--- config.mk ---
export PLATFORM = sky130hd
export DESIGN_NAME = rdy_spi_slave
export DESIGN_NICKNAME = d
export VERILOG_FILES = /design/src/rtl/rdy_spi_pkg.sv /design/src/rtl/rdy_spi_sync.sv /design/src/rtl/rdy_spi_edge.sv /design/src/rtl/rdy_spi_handshake.sv /design/src/rtl/rdy_spi_shifter.sv /design/src/rtl/rdy_spi_slave.sv
export SDC_FILE = /design/constraint.sdc
export NUM_CORES = 1
export LEC_CHECK = 0
export ABC_AREA = 1
export CAP_MARGIN = 20
export CORE_ASPECT_RATIO = 0.8
export CORE_UTILIZATION = 47
export CTS_BUF_LIST = sky130_fd_sc_hd__clkbuf_4 sky130_fd_sc_hd__clkbuf_8 sky130_fd_sc_hd__clkbuf_16
export DETAILED_ROUTE_END_ITERATION = 10
export PLACE_DENSITY_LB_ADDON = 0.15
export SYNTH_ARGS = -nofsm -noshare
export SYNTH_HDL_FRONTEND = slang
export SYNTH_HIERARCHICAL = 1
export SYNTH_SLANG_ARGS = --single-unit
--- constraint.sdc ---
create_clock -name clk -period 1.3 [get_ports clk]
set_input_delay 0.325 -clock clk [delete_from_list [all_inputs] [get_ports clk]]
set_output_delay 0.325 -clock clk [all_outputs]
set_load 0.02 [all_outputs]
--- src/rtl/rdy_spi_pkg.sv ---
// Shared types for the handshake-framed SPI slave port.
package rdy_spi_pkg;

    // Handshake window states: idle, offering, open window, forced gap after close.
    typedef enum logic [1:0] {
        HS_IDLE  = 2'd0,
        HS_OFFER = 2'd1,
        HS_OPEN  = 2'd2,
        HS_CLOSE = 2'd3
    } hs_state_t;

endpackage

--- src/rtl/rdy_spi_sync.sv ---
// Multi-stage synchronizer for a bundle of asynchronous inputs.
// Assumes each bit is independent; per-bit reset values come from RST_VAL.
module rdy_spi_sync #(
    parameter int               WIDTH       = 3,
    parameter int               STAGES      = 2,
    parameter logic [WIDTH-1:0] RST_VAL     = '0
) (
    input  logic             clk,
    input  logic             rst_n,
    input  logic [WIDTH-1:0] async_i,
    output logic [WIDTH-1:0] sync_o
);

    logic [WIDTH-1:0] stage_q [STAGES];

    // First stage captures the raw asynchronous inputs.
    always_ff @(posedge clk) begin
        if (!rst_n) begin
            stage_q[0] <= RST_VAL;
        end else begin
            stage_q[0] <= async_i;
        end
    end

    // Remaining stages form the metastability settling chain.
    generate
        for (genvar s = 1; s < STAGES; s++) begin : g_stage
            always_ff @(posedge clk) begin
                if (!rst_n) begin
                    stage_q[s] <= RST_VAL;
                end else begin
                    stage_q[s] <= stage_q[s-1];
                end
            end
        end
    endgenerate

    assign sync_o = stage_q[STAGES-1];

endmodule

--- src/rtl/rdy_spi_edge.sv ---
// Edge detector on already synchronized signals.
// Produces single-cycle rise and fall pulses per bit; assumes inputs reset low.
module rdy_spi_edge #(
    parameter int WIDTH = 2
) (
    input  logic             clk,
    input  logic             rst_n,
    input  logic [WIDTH-1:0] level_i,
    output logic [WIDTH-1:0] rise_o,
    output logic [WIDTH-1:0] fall_o
);

    logic [WIDTH-1:0] prev_q;

    // Hold last cycle's level for comparison.
    always_ff @(posedge clk) begin
        if (!rst_n) begin
            prev_q <= '0;
        end else begin
            prev_q <= level_i;
        end
    end

    assign rise_o = level_i & ~prev_q;
    assign fall_o = ~level_i & prev_q;

endmodule

--- src/rtl/rdy_spi_handshake.sv ---
// Ready-line sequencer. Offers the slave ready line when the system has
// something to send or room to receive, opens a window once the master
// ready line is also high, and forces a one-cycle gap after the master
// drops its ready line. Assumes host_rdy inputs are synchronized.
module rdy_spi_handshake
    import rdy_spi_pkg::*;
(
    input  logic clk,
    input  logic rst_n,
    input  logic want_i,       // tx byte pending or rx space available
    input  logic host_rdy_i,   // synchronized master ready level
    input  logic host_fall_i,  // synchronized master ready falling edge
    output logic dev_rdy_o,
    output logic window_o
);

    hs_state_t state_q, state_d;

    // Next-state selection for the window sequencer.
    always_comb begin
        state_d = state_q;
        unique case (state_q)
            HS_IDLE:  if (want_i)                      state_d = HS_OFFER;
            HS_OFFER: if (host_rdy_i)                  state_d = HS_OPEN;
            HS_OPEN:  if (host_fall_i || !host_rdy_i)  state_d = HS_CLOSE;
            HS_CLOSE:                                  state_d = HS_IDLE;
            default:                                   state_d = HS_IDLE;
        endcase
    end

    // State register.
    always_ff @(posedge clk) begin
        if (!rst_n) begin
            state_q <= HS_IDLE;
        end else begin
            state_q <= state_d;
        end
    end

    assign dev_rdy_o = (state_q == HS_OFFER) || (state_q == HS_OPEN);
    assign window_o  = (state_q == HS_OPEN);

endmodule

--- src/rtl/rdy_spi_shifter.sv ---
// Bit engine for clock mode 1, MSB first. While the window is open, each
// rising serial edge presents the next output bit and each falling edge
// captures one input bit. The transmit byte is fetched on the first rising
// edge of each byte. Outside the window the count clears and the output idles high.
module rdy_spi_shifter #(
    parameter int DATA_W = 8
) (
    input  logic              clk,
    input  logic              rst_n,
    input  logic              window_i,
    input  logic              sclk_rise_i,
    input  logic              sclk_fall_i,
    input  logic              mosi_i,
    input  logic [DATA_W-1:0] tx_data_i,
    input  logic              tx_valid_i,
    output logic              tx_ready_o,
    output logic              miso_o,
    output logic [DATA_W-1:0] rx_data_o,
    output logic              rx_valid_o
);

    localparam int              CNT_W    = (DATA_W > 1) ? $clog2(DATA_W) : 1;
    localparam logic [CNT_W-1:0] LAST_BIT = CNT_W'(DATA_W - 1);

    logic [CNT_W-1:0]  bit_cnt_q;
    logic [DATA_W-1:0] tx_sh_q;
    logic [DATA_W-1:0] rx_sh_q;
    logic              miso_q;
    logic              fetch;
    logic [DATA_W-1:0] fetch_byte;

    // Fetch a new byte at the first rising edge of every byte slot.
    assign fetch      = window_i && sclk_rise_i && (bit_cnt_q == '0);
    assign fetch_byte = tx_valid_i ? tx_data_i : '1;
    assign tx_ready_o = fetch;

    // Bit counter: advances on falling edges, cleared outside the window.
    always_ff @(posedge clk) begin
        if (!rst_n) begin
            bit_cnt_q <= '0;
        end else if (!window_i) begin
            bit_cnt_q <= '0;
        end else if (sclk_fall_i) begin
            bit_cnt_q <= (bit_cnt_q == LAST_BIT) ? '0 : bit_cnt_q + 1'b1;
        end
    end

    // Transmit shifter and output bit, updated on rising edges.
    always_ff @(posedge clk) begin
        if (!rst_n) begin
            tx_sh_q <= '1;
            miso_q  <= 1'b1;
        end else if (!window_i) begin
            tx_sh_q <= '1;
            miso_q  <= 1'b1;
        end else if (fetch) begin
            miso_q  <= fetch_byte[DATA_W-1];
            tx_sh_q <= {fetch_byte[DATA_W-2:0], 1'b1};
        end else if (sclk_rise_i) begin
            miso_q  <= tx_sh_q[DATA_W-1];
            tx_sh_q <= {tx_sh_q[DATA_W-2:0], 1'b1};
        end
    end

    // Receive shifter, captured on falling edges.
    always_ff @(posedge clk) begin
        if (!rst_n) begin
            rx_sh_q <= '0;
        end else if (window_i && sclk_fall_i) begin
            rx_sh_q <= {rx_sh_q[DATA_W-2:0], mosi_i};
        end
    end

    // Byte completion strobe and output register.
    always_ff @(posedge clk) begin
        if (!rst_n) begin
            rx_valid_o <= 1'b0;
            rx_data_o  <= '0;
        end else begin
            rx_valid_o <= 1'b0;
            if (window_i && sclk_fall_i && (bit_cnt_q == LAST_BIT)) begin
                rx_valid_o <= 1'b1;
                rx_data_o  <= {rx_sh_q[DATA_W-2:0], mosi_i};
            end
        end
    end

    assign miso_o = miso_q;

endmodule

--- src/rtl/rdy_spi_slave.sv ---
// Top of the handshake-framed SPI slave port. Synchronizes the serial
// inputs, detects edges, sequences the ready lines and runs the bit engine.
// Assumes the system clock runs at least four times the serial clock; more
// margin is needed for MISO to settle before the master's sampling edge.
module rdy_spi_slave #(
    parameter int DATA_W      = 8,
    parameter int SYNC_STAGES = 2
) (
    input  logic              clk,
    input  logic              rst_n,
    input  logic              sclk_i,
    input  logic              mosi_i,
    output logic              miso_o,
    input  logic              host_rdy_i,
    output logic              dev_rdy_o,
    output logic              wake_o,
    input  logic [DATA_W-1:0] tx_data_i,
    input  logic              tx_valid_i,
    output logic              tx_ready_o,
    output logic [DATA_W-1:0] rx_data_o,
    output logic              rx_valid_o,
    input  logic              rx_en_i
);

    // Bit order in the synchronized bundle: [2]=mosi, [1]=host ready, [0]=sclk.
    localparam int          SYNC_W   = 3;
    localparam logic [2:0]  SYNC_RST = 3'b100;

    logic [SYNC_W-1:0] sync_lvl;
    logic [1:0]        edge_rise;
    logic [1:0]        edge_fall;
    logic              window;

    rdy_spi_sync #(
        .WIDTH   (SYNC_W),
        .STAGES  (SYNC_STAGES),
        .RST_VAL (SYNC_RST)
    ) u_sync (
        .clk     (clk),
        .rst_n   (rst_n),
        .async_i ({mosi_i, host_rdy_i, sclk_i}),
        .sync_o  (sync_lvl)
    );

    rdy_spi_edge #(
        .WIDTH   (2)
    ) u_edge (
        .clk     (clk),
        .rst_n   (rst_n),
        .level_i (sync_lvl[1:0]),
        .rise_o  (edge_rise),
        .fall_o  (edge_fall)
    );

    rdy_spi_handshake u_hs (
        .clk         (clk),
        .rst_n       (rst_n),
        .want_i      (tx_valid_i || rx_en_i),
        .host_rdy_i  (sync_lvl[1]),
        .host_fall_i (edge_fall[1]),
        .dev_rdy_o   (dev_rdy_o),
        .window_o    (window)
    );

    rdy_spi_shifter #(
        .DATA_W      (DATA_W)
    ) u_shift (
        .clk         (clk),
        .rst_n       (rst_n),
        .window_i    (window),
        .sclk_rise_i (edge_rise[0]),
        .sclk_fall_i (edge_fall[0]),
        .mosi_i      (sync_lvl[2]),
        .tx_data_i   (tx_data_i),
        .tx_valid_i  (tx_valid_i),
        .tx_ready_o  (tx_ready_o),
        .miso_o      (miso_o),
        .rx_data_o   (rx_data_o),
        .rx_valid_o  (rx_valid_o)
    );

    // Wake pulse registered from the master ready rising edge.
    always_ff @(posedge clk) begin
        if (!rst_n) begin
            wake_o <= 1'b0;
        end else begin
            wake_o <= edge_rise[1];
        end
    end

endmodule

Word level (Yosys, flattened, before mapping). Memory sizes are Yosys's and may differ from the RTL's. Index checks and enable logic that the tools add are counted.

Eq/ne operators: 7. Reductions and logical operators: 13. Mux-type cells: 15. Bitwise gates (word level): 6. Add/sub/neg operators: 1.

Operator list (count): $mux W8 (3); $mux W3 (3); $pmux W2 S4 (1); $mux W2 (3); $mux W1 (5); $and A2 B2 Y2 (2); $eq A2 B2 Y1 const B (2); $logic_and A1 B1 Y1 (4); $ne A2 B2 Y1 const B (2); $not A2 Y2 (2); $add A3 B1 Y3 const B (1); $eq A3 B3 Y1 const B (1); $logic_not A3 Y1 (1); $logic_or A1 B1 Y1 (3); $reduce_and A3 Y1 (1); $eq A2 B1 Y1 const B (1); $logic_not A2 Y1 (1); $ne A2 B1 Y1 const B (1); $or A1 B1 Y1 (2); $reduce_and A2 Y1 (1); $reduce_bool A2 Y1 (1); $logic_not A1 Y1 (1).

Output and inout bits: 13. Memories kept: 1. Input port bits: 15. Logic and storage cells: 52. Memory bits (writable): 6. Flip-flop bits (word level): 32.

Memory list: u_sync.stage_q (depth 2, width 3, read ports 2, clocked after memory_dff 0, write ports 2, line rdy_spi_sync.sv:14) `logic [WIDTH-1:0] stage_q [STAGES];`.

Longest topological paths before layout. Gate-level depths: netlist of run 1. An unclocked memory read counts as a cell.

Word-level depth: 6. Mapped depth: 8. Gate-level depth less buffers: 8.

Hierarchy. Netlist of run 1, hierarchy kept.

Modules (own cells, without submodules): rdy_spi_shifter (cells each 178, sequential area each 540.5 sq um, area an instance 1204.9 sq um, times used 1); rdy_spi_handshake (cells each 26, sequential area each 40.0 sq um, area an instance 167.7 sq um, times used 1); rdy_spi_sync (cells each 18, sequential area each 120.1 sq um, area an instance 165.2 sq um, times used 1); rdy_spi_edge (cells each 14, sequential area each 40.0 sq um, area an instance 90.1 sq um, times used 1); rdy_spi_slave (cells each 6, sequential area each 20.0 sq um, area an instance 38.8 sq um, times used 1).

Worst setup path before layout of run 1. No wires, ideal clock.

Path type: flip-flop to output port. Start: register u_hs.state_q[0]. End: output tx_ready_o. Required time: 0.975 ns. Slack: -0.129 ns. Data arrival time: 1.104 ns. Buffers on the path: 0. Stages on the path, launching flop included: 7. Cell sequence: dfxtp_1 -> inv_1 -> ha_1 -> nand2_1 -> inv_2 -> nand2_2 -> inv_1.

Cells in the longest elaborated chain, start to end: 3.

RTL lines: start: declaration (line rdy_spi_handshake.sv:17) `hs_state_t state_q, state_d;`; start signal: assignment (line rdy_spi_handshake.sv:36) `state_q <= state_d;`; $eq A2 B2 Y1 (line rdy_spi_handshake.sv:41) `assign window_o = (state_q == HS_OPEN);`; net window (line rdy_spi_slave.sv:32) `logic window;`; $logic_and A1 B1 Y1 (2 in a row) (line rdy_spi_shifter.sv:33) `assign fetch = window_i && sclk_rise_i && (bit_cnt_q == '0);`; end: declaration (line rdy_spi_slave.sv:19) `output logic tx_ready_o,`.

The timed path passes the listed nets, and every way through them passes these cells.

Final worst setup path of run 1.
Start: register u_shift.bit_cnt_q[1]. End: output tx_ready_o.

Cells in the longest elaborated chain, start to end: 2.

RTL lines: start: declaration (line rdy_spi_shifter.sv:25) `logic [CNT_W-1:0] bit_cnt_q;`; start signal: assignment (line rdy_spi_shifter.sv:44) `bit_cnt_q <= (bit_cnt_q == LAST_BIT) ? '0 : bit_cnt_q + 1'b1;`; $logic_not A3 Y1 (line rdy_spi_shifter.sv:33); $logic_and A1 B1 Y1 (line rdy_spi_shifter.sv:33).

Every way passes these cells.

==> impl_metrics.tcl, run 1 <==
set metrics [dict create \
    leakagePower_nw 1.21 \
    cp_slowest_cell "dfxtp_2" \
    ys_ff_latch 38 \
    drive_gt1_share_pct 21.4 \
    nNetsFinal 315 \
    crit_buf_inv 4 \
    top_layer "met4" \
    wl_met3_um 138 \
    tritoncts "built" \
    drt_wl_total_um 3310 \
    clock_latency_ps 290 \
    wl_met2_um 1510 \
    areaGrowthSynthToFinish_pct 41.4 \
    postSynthCellCount 242 \
    final-seq-area_um2 768 \
    grtUsageTotal_pct 18.8 \
    grt_pass1_vias 1378 \
    top_level_ports 28 \
    fmax_ghz 0.642 \
    maxCapViolCount 0 \
    yosysUniqueCellTypes 15 \
    fin_tns_setup_ps -357 \
    cts_buffers 5 \
    drc 0 \
    worstRegToRegCells 8 \
    critPathTopFamily "flip-flops" \
    power_mw 2.77 \
    violations "setup timing" \
    path_clk_slew_ps 70 \
    htreeDepth 2 \
    multi_input_area_um2 772 \
    die_h_um 55.3 \
    slowest_delay_ps 330 \
    place.gp.congestion 0.727 \
    holdPathStages 2 \
    finClkSkew_ps 3.49 \
    cp.arrival_ps 1230 \
    place_ws_ps -385 \
    hold_end "u_sync/stage_q[1][2]" \
    power_density_nw_per_um2 1180 \
    cts.sinks 38 \
    reg2reg_setup_slack_ps 10 \
    cp_cell_sequence "inv_2, ha_4, inv_2, nor2_4, nand2_2, inv_2, buf_6" \
    grt_pass1_wl_um 5480 \
    cp_max_fo 2 \
    worstSetupPathType "register to primary output" \
    syn_avg_cell_area_um2 6.89 \
    cts_root_buffer "clkbuf_8" \
    antenna_found_initial 0 \
    die-area_um2 3790 \
    initial_core_util_pct 51.7 \
    dieWidth_um 68.6 \
    core-area_um2 3220 \
    setup_viol 2 \
    grt_max_degree 13 \
    rsz0062_at_grt "yes" \
    worst_slack_ps -257 \
    path_common_cell "inv_2" \
    num_antenna_cells 0 \
    yosysSeqAreaShare_pct 45.6 \
    startpoint_type "register" \
    wl_per_cell_um 9.88 \
    grt_overflow_total 0 \
    final_antenna_net_count 0 \
    place_hpwl_um 2210 \
    worst_slew_pin_slew_ps 259 \
    firstDrtPassIters 4 \
    hp-class "register to register" \
    yosysWarnings 6 \
    synth_nets 263 \
    fin_crit_ps 1560 \
    worst_r2r_endpoint "u_shift/rx_data_o[2]" \
    hp-start "u_sync/stage_q[0][2]" \
    drt_iter0_drc 85 \
    clockBufferDepth 2 \
    r2r-start "u_shift/bit_cnt_q[1]" \
    cp-end-kind "primary output" \
    vias 1551 \
    core.rowCount 18 \
    status "complete, but fails checks" \
    vias_per_cell 4.63 \
    fillers 257 \
    drt-met1-wl_um 1610 \
    period_share_pct 120 \
    port_buffers 27 \
    hold_viol 0 \
    syn_area_um2 1670 \
    cp.required_ps 980 \
    slew_headroom_pct 82.7 \
    maxSlewViolCount 0 \
    ir_drop_v 0.00111 \
]
## timing repair
action / 4_1_cts / 5_1_grt
endpoints found under the setup margin: 13 / 27
hold buffers: 0 / 0
gates resized for setup: 35 / 27
cloned: 0 / 1
buffers inserted: 1 / 3
pin swaps: 1 / 8
## power by group
| group | switching, mW | total, mW | internal, mW |
|---|---|---|---|
| registers | 0.0484 | 1.27 | 1.22 |
| logic | 0.334 | 0.645 | 0.311 |
| clock network | 0.408 | 0.857 | 0.449 |
| total | 0.790 | 2.77 | 1.98 |
## flip-flops by register name, summed over array words and instances (netlist names)
signal,cells
u_shift/tx_sh_q,7
u_sync/stage_q,6
u_edge/prev_q,2
u_shift/bit_cnt_q,3
u_hs/state_q,2
u_shift/rx_sh_q,7
wake_o,1
u_shift/rx_valid_o,1
u_shift/rx_data_o,8
u_shift/miso_o,1
## per-stage QoR
stage,instances,util [%],area [um2],hold WS [ps]
final,335,73.2,2360,406
after CTS,331,69.7,2250,409
after detailed placement,322,65.9,2120,392
after global placement,322,65.9,2120,381
after floorplan,242,-,1680,380
after global routing,335,73.2,2360,428
## tightest hold or removal path: cells and delay by family (launching register included)
family,cells,cell delay [ps]
and+or+nand+nor,1,40
DFF,1,310
buffers and inverters,1,30
## cell usage after synthesis
| master | n | area (um2) |
|---|---|---|
| a21oi_1 | 10 | 50.1 |
| buf_2 | 3 | 15.0 |
| buf_4 | 2 | 15.0 |
| dfxtp_1 | 38 | 761 |
| ha_1 | 6 | 75.1 |
| inv_1 | 51 | 191 |
| inv_2 | 1 | 3.75 |
| nand2_1 | 57 | 214 |
| nand2_2 | 4 | 25.0 |
| nand3_1 | 19 | 95.1 |
| nand3_2 | 1 | 10.0 |
| nand4_1 | 1 | 6.26 |
| nor2_1 | 36 | 135 |
| nor2_2 | 4 | 25.0 |
| o21ai_0 | 9 | 45.0 |
## cell usage in the layout, fill, tap and decap left out, types with 2 or more instances in the layout
cell type	count
inv_4	2
a21oi_1	10
clkdlybuf4s50_1	14
nand2_1	57
nand3_1	19
buf_6	3
clkbuf_8	6
dfxtp_1	34
o21ai_1	4
dfxtp_2	3
dlygate4sd2_1	3
clkdlybuf4s15_1	7
inv_1	45
buf_4	20
inv_2	5
nor2_2	6
o21ai_0	4
ha_4	5
nor2_1	33
nand2_2	3
## layout make-up
type | instances | share of cell area (%)
repair buffers | 50 | 20.0
flip-flops and latches | 38 | 32.6
clock inverters | 1 | 0.212
inverters | 52 | 8.50
clock buffers | 7 | 3.82
well taps | 40 | 2.12
multi-input cells | 147 | 32.8
## worst max path at each step
stage            endpoint  depth (start not counted)                 start
3_3_place_gp   tx_ready_o                          7  u_shift/bit_cnt_q[0]
3_5_place_dp   tx_ready_o                          7  u_shift/bit_cnt_q[1]
5_1_grt        tx_ready_o                          7  u_shift/bit_cnt_q[1]
6_report       tx_ready_o                          7  u_shift/bit_cnt_q[1]
2_1_floorplan  tx_ready_o                          7  u_sync/stage_q[1][0]
4_1_cts        tx_ready_o                          7  u_shift/bit_cnt_q[0]
## routing by layer
layer	vias to the layer above	global-route usage (%)
met4	0	7.14
met1	691	23.6
li1	826	-
met2	28	29.8
met5	-	0
met3	6	5.58
## cells by family after synthesis
group                      Yosys count  share of synthesized area (%)
AOI/OAI and AO/OA                   19                           5.71
adders and majority gates            6                           4.50
and+or+nand+nor                    122                           30.6
buffers and inverters               57                           13.5
DFF                                 38                           45.6
Note: power is estimated with default switching activity, not from simulation.
==> inputs of run 2 (changes only) <==
--- a/config.mk
+++ b/config.mk
@@ -8,11 +8,10 @@
 export ABC_AREA = 1
 export CAP_MARGIN = 20
 export CORE_ASPECT_RATIO = 0.8
-export CORE_UTILIZATION = 47
+export CORE_UTILIZATION = 46
 export CTS_BUF_LIST = sky130_fd_sc_hd__clkbuf_4 sky130_fd_sc_hd__clkbuf_8 sky130_fd_sc_hd__clkbuf_16
 export DETAILED_ROUTE_END_ITERATION = 10
 export PLACE_DENSITY_LB_ADDON = 0.15
 export SYNTH_ARGS = -nofsm -noshare
 export SYNTH_HDL_FRONTEND = slang
-export SYNTH_HIERARCHICAL = 1
 export SYNTH_SLANG_ARGS = --single-unit
==> impl_metrics.tcl, run 2 <==
set metrics [dict create \
    status "complete, but fails checks" \
    violations "setup timing" \
    finClkSkew_ps 6.70 \
    wl_met2_um 1730 \
    grt_pass1_wl_um 5060 \
    firstDrtPassIters 4 \
    final_common_cell "nand2_1" \
    final_antenna_net_count 0 \
    drt_iter0_drc 39 \
    vias_per_cell 4.88 \
    fmax_ghz 0.669 \
    drc 0 \
    die_h_um 54.0 \
    hold_viol 0 \
    grt_pass1_vias 1218 \
    netlist_top_cells_area "dfxtp_1, nand2_1, nand3_1, inv_1, a21oi_1" \
    power_density_nw_per_um2 1420 \
    yosys.area.top_type "dfxtp_1" \
    grt_max_degree 12 \
    postSynthCellCount 203 \
    areaGrowthSynthToFinish_pct 46.9 \
    worstSetupPathType "register to primary output" \
    fin_cells 297 \
    yosysUniqueCellTypes 18 \
    synth_edf_count 0 \
    drive_gt1_share_pct 28.8 \
    tritoncts "built" \
    power_mw 3.23 \
    rsz0062_at_grt "yes" \
    async_reset_ff_share_pct 0 \
    grt_overflow_total 0 \
    path_clk_slew_ps 70 \
    yosysWarnings 0 \
    yosysMostFrequentCell "nand2_1" \
    drt-met1-wl_um 1670 \
    worst_slew_pin_slew_ps 272 \
    wl_met3_um 149 \
    cp_cell_sequence "inv_2, ha_4, nand3_4, nor2_4, buf_6" \
    hp-start "u_edge.prev_q[1]" \
    slowest_delay_ps 330 \
    clock_latency_ps 280 \
    switching_share_pct 31.2 \
    top_layer "met4" \
    initial_core_util_pct 49.2 \
    holdBufCountCts 0 \
    reg_top3 "u_shift.rx_data_o x8, u_shift.rx_sh_q x7, u_shift.tx_sh_q x7" \
    port_buffers 27 \
    synth-main-ff-cell "dfxtp_1" \
    place_hpwl_um 2310 \
    regMostFlops "u_shift.rx_data_o" \
    hp-class "register to register" \
    cp.required_ps 980 \
    netlist.area_leader.share_pct 49.0 \
    synth_common_cells "nand2_1, dfxtp_1, nand3_1" \
    fin_crit_ps 1500 \
    cp_slowest_cell "dfxtp_2" \
    cp_max_fo 2 \
    core.rowCount 18 \
    top_level_ports 28 \
    critPathTopFamily "flip-flops" \
    setup_viol 10 \
    cp.arrival_ps 1170 \
    r2r-start "u_shift.bit_cnt_q[0]" \
    cts_buffers 5 \
    startpoint_type "register" \
    switchingPower_mw 1.01 \
    num_antenna_cells 0 \
    antenna_found_initial 0 \
    cp-end-kind "primary output" \
    wl_per_cell_um 12.0 \
    largest_reg_flops 8 \
    ir_drop_v 0.00129 \
    place.gp.congestion 0.778 \
    ys_ff_latch 38 \
    worst_slack_ps -195 \
    grtUsageTotal_pct 19.3 \
    cts_root_buffer "clkbuf_8" \
    slew_headroom_pct 81.8 \
    p_seq_share_pct 39.5 \
    cp-startpoint "u_hs.state_q[0]" \
    combinationalPowerShare_pct 34.9 \
    cts.sinks 38 \
    crit_buf_inv 2 \
    syn_area_um2 1550 \
    clock_power_share_pct 25.6 \
    synth_nets 225 \
    clockBufferDepth 2 \
    p_int_mw 2.22 \
    core-area_um2 3150 \
    vias 1449 \
    htreeDepth 2 \
    whs_ps 394 \
    drt_wl_total_um 3580 \
    final_cell_mix "nand2_1, dfxtp_1, nand3_1" \
    period_share_pct 115 \
    syn_avg_cell_area_um2 7.65 \
    maxCapViolCount 0 \
    maxSlewViolCount 0 \
    fin_util_pct 72.3 \
    leakagePower_nw 1.01 \
    dp_cells 284 \
    yosysSeqAreaShare_pct 49.0 \
    dieWidth_um 67.0 \
    die-area_um2 3610 \
    nNetsFinal 278 \
]
-- run 2: final timing paths --
path / slack [ps] / cells past startpoint / end
max: -200 / 5 / tx_ready_o
min: 390 / 1 / wake_o
max reg2reg: -110 / 8 / u_shift.rx_data_o[7]
min reg2reg: 390 / 1 / wake_o
-- run 2: kinds of logic after synthesis --
family,Yosys count,share of synthesized area [%]
flops,38,49.0
fa+ha+maj,7,5.64
buf+inv,34,8.78
simple gates,103,29.5
compound gates,21,7.09
-- run 2: power by group through the flow --
stage	Combinational, mW	Sequential [mW]	Clock, mW
final	1.13	1.28	0.828
after global routing	1.20	1.28	0.911
after CTS	0.882	1.28	0.842
after detailed placement	0.755	1.27	0
after global placement	0.719	1.27	0
after floorplan	0.457	1.27	0
-- run 2: area by class of cell --
cell class,count,area (um2)
clock inverter,1,5.00
clock buffer,7,90.1
timing repair buffer,51,454
tap,40,50.0
inverter,29,109
sequential,38,767
multi-input combinational,131,806
fill,237,872
-- run 2: per-layer routing --
metal / vias up / GRT usage [%]
met5: - / 0
met4: 0 / 9.93
met3: 2 / 5.30
met2: 33 / 31.5
met1: 671 / 23.5
li1: 743 / -
-- run 2: what timing repair did --
action / CTS / global route
setup buffers: 0 / 4
gates cloned: 0 / 1
pin swaps: 0 / 12
resized for setup: 36 / 39
setup endpoints to repair: 39 / 26
-- run 2: through the flow --
stage          setup WS (ps)  TNS, ps  area (um2)
5_1_grt                 -233    -2100        2280
3_3_place_gp            -425    -3650        2000
4_1_cts                 -217     -916        2140
2_1_floorplan           1.25        0        1570
3_5_place_dp            -469    -4300        2000
6_report                -195     -968        2280
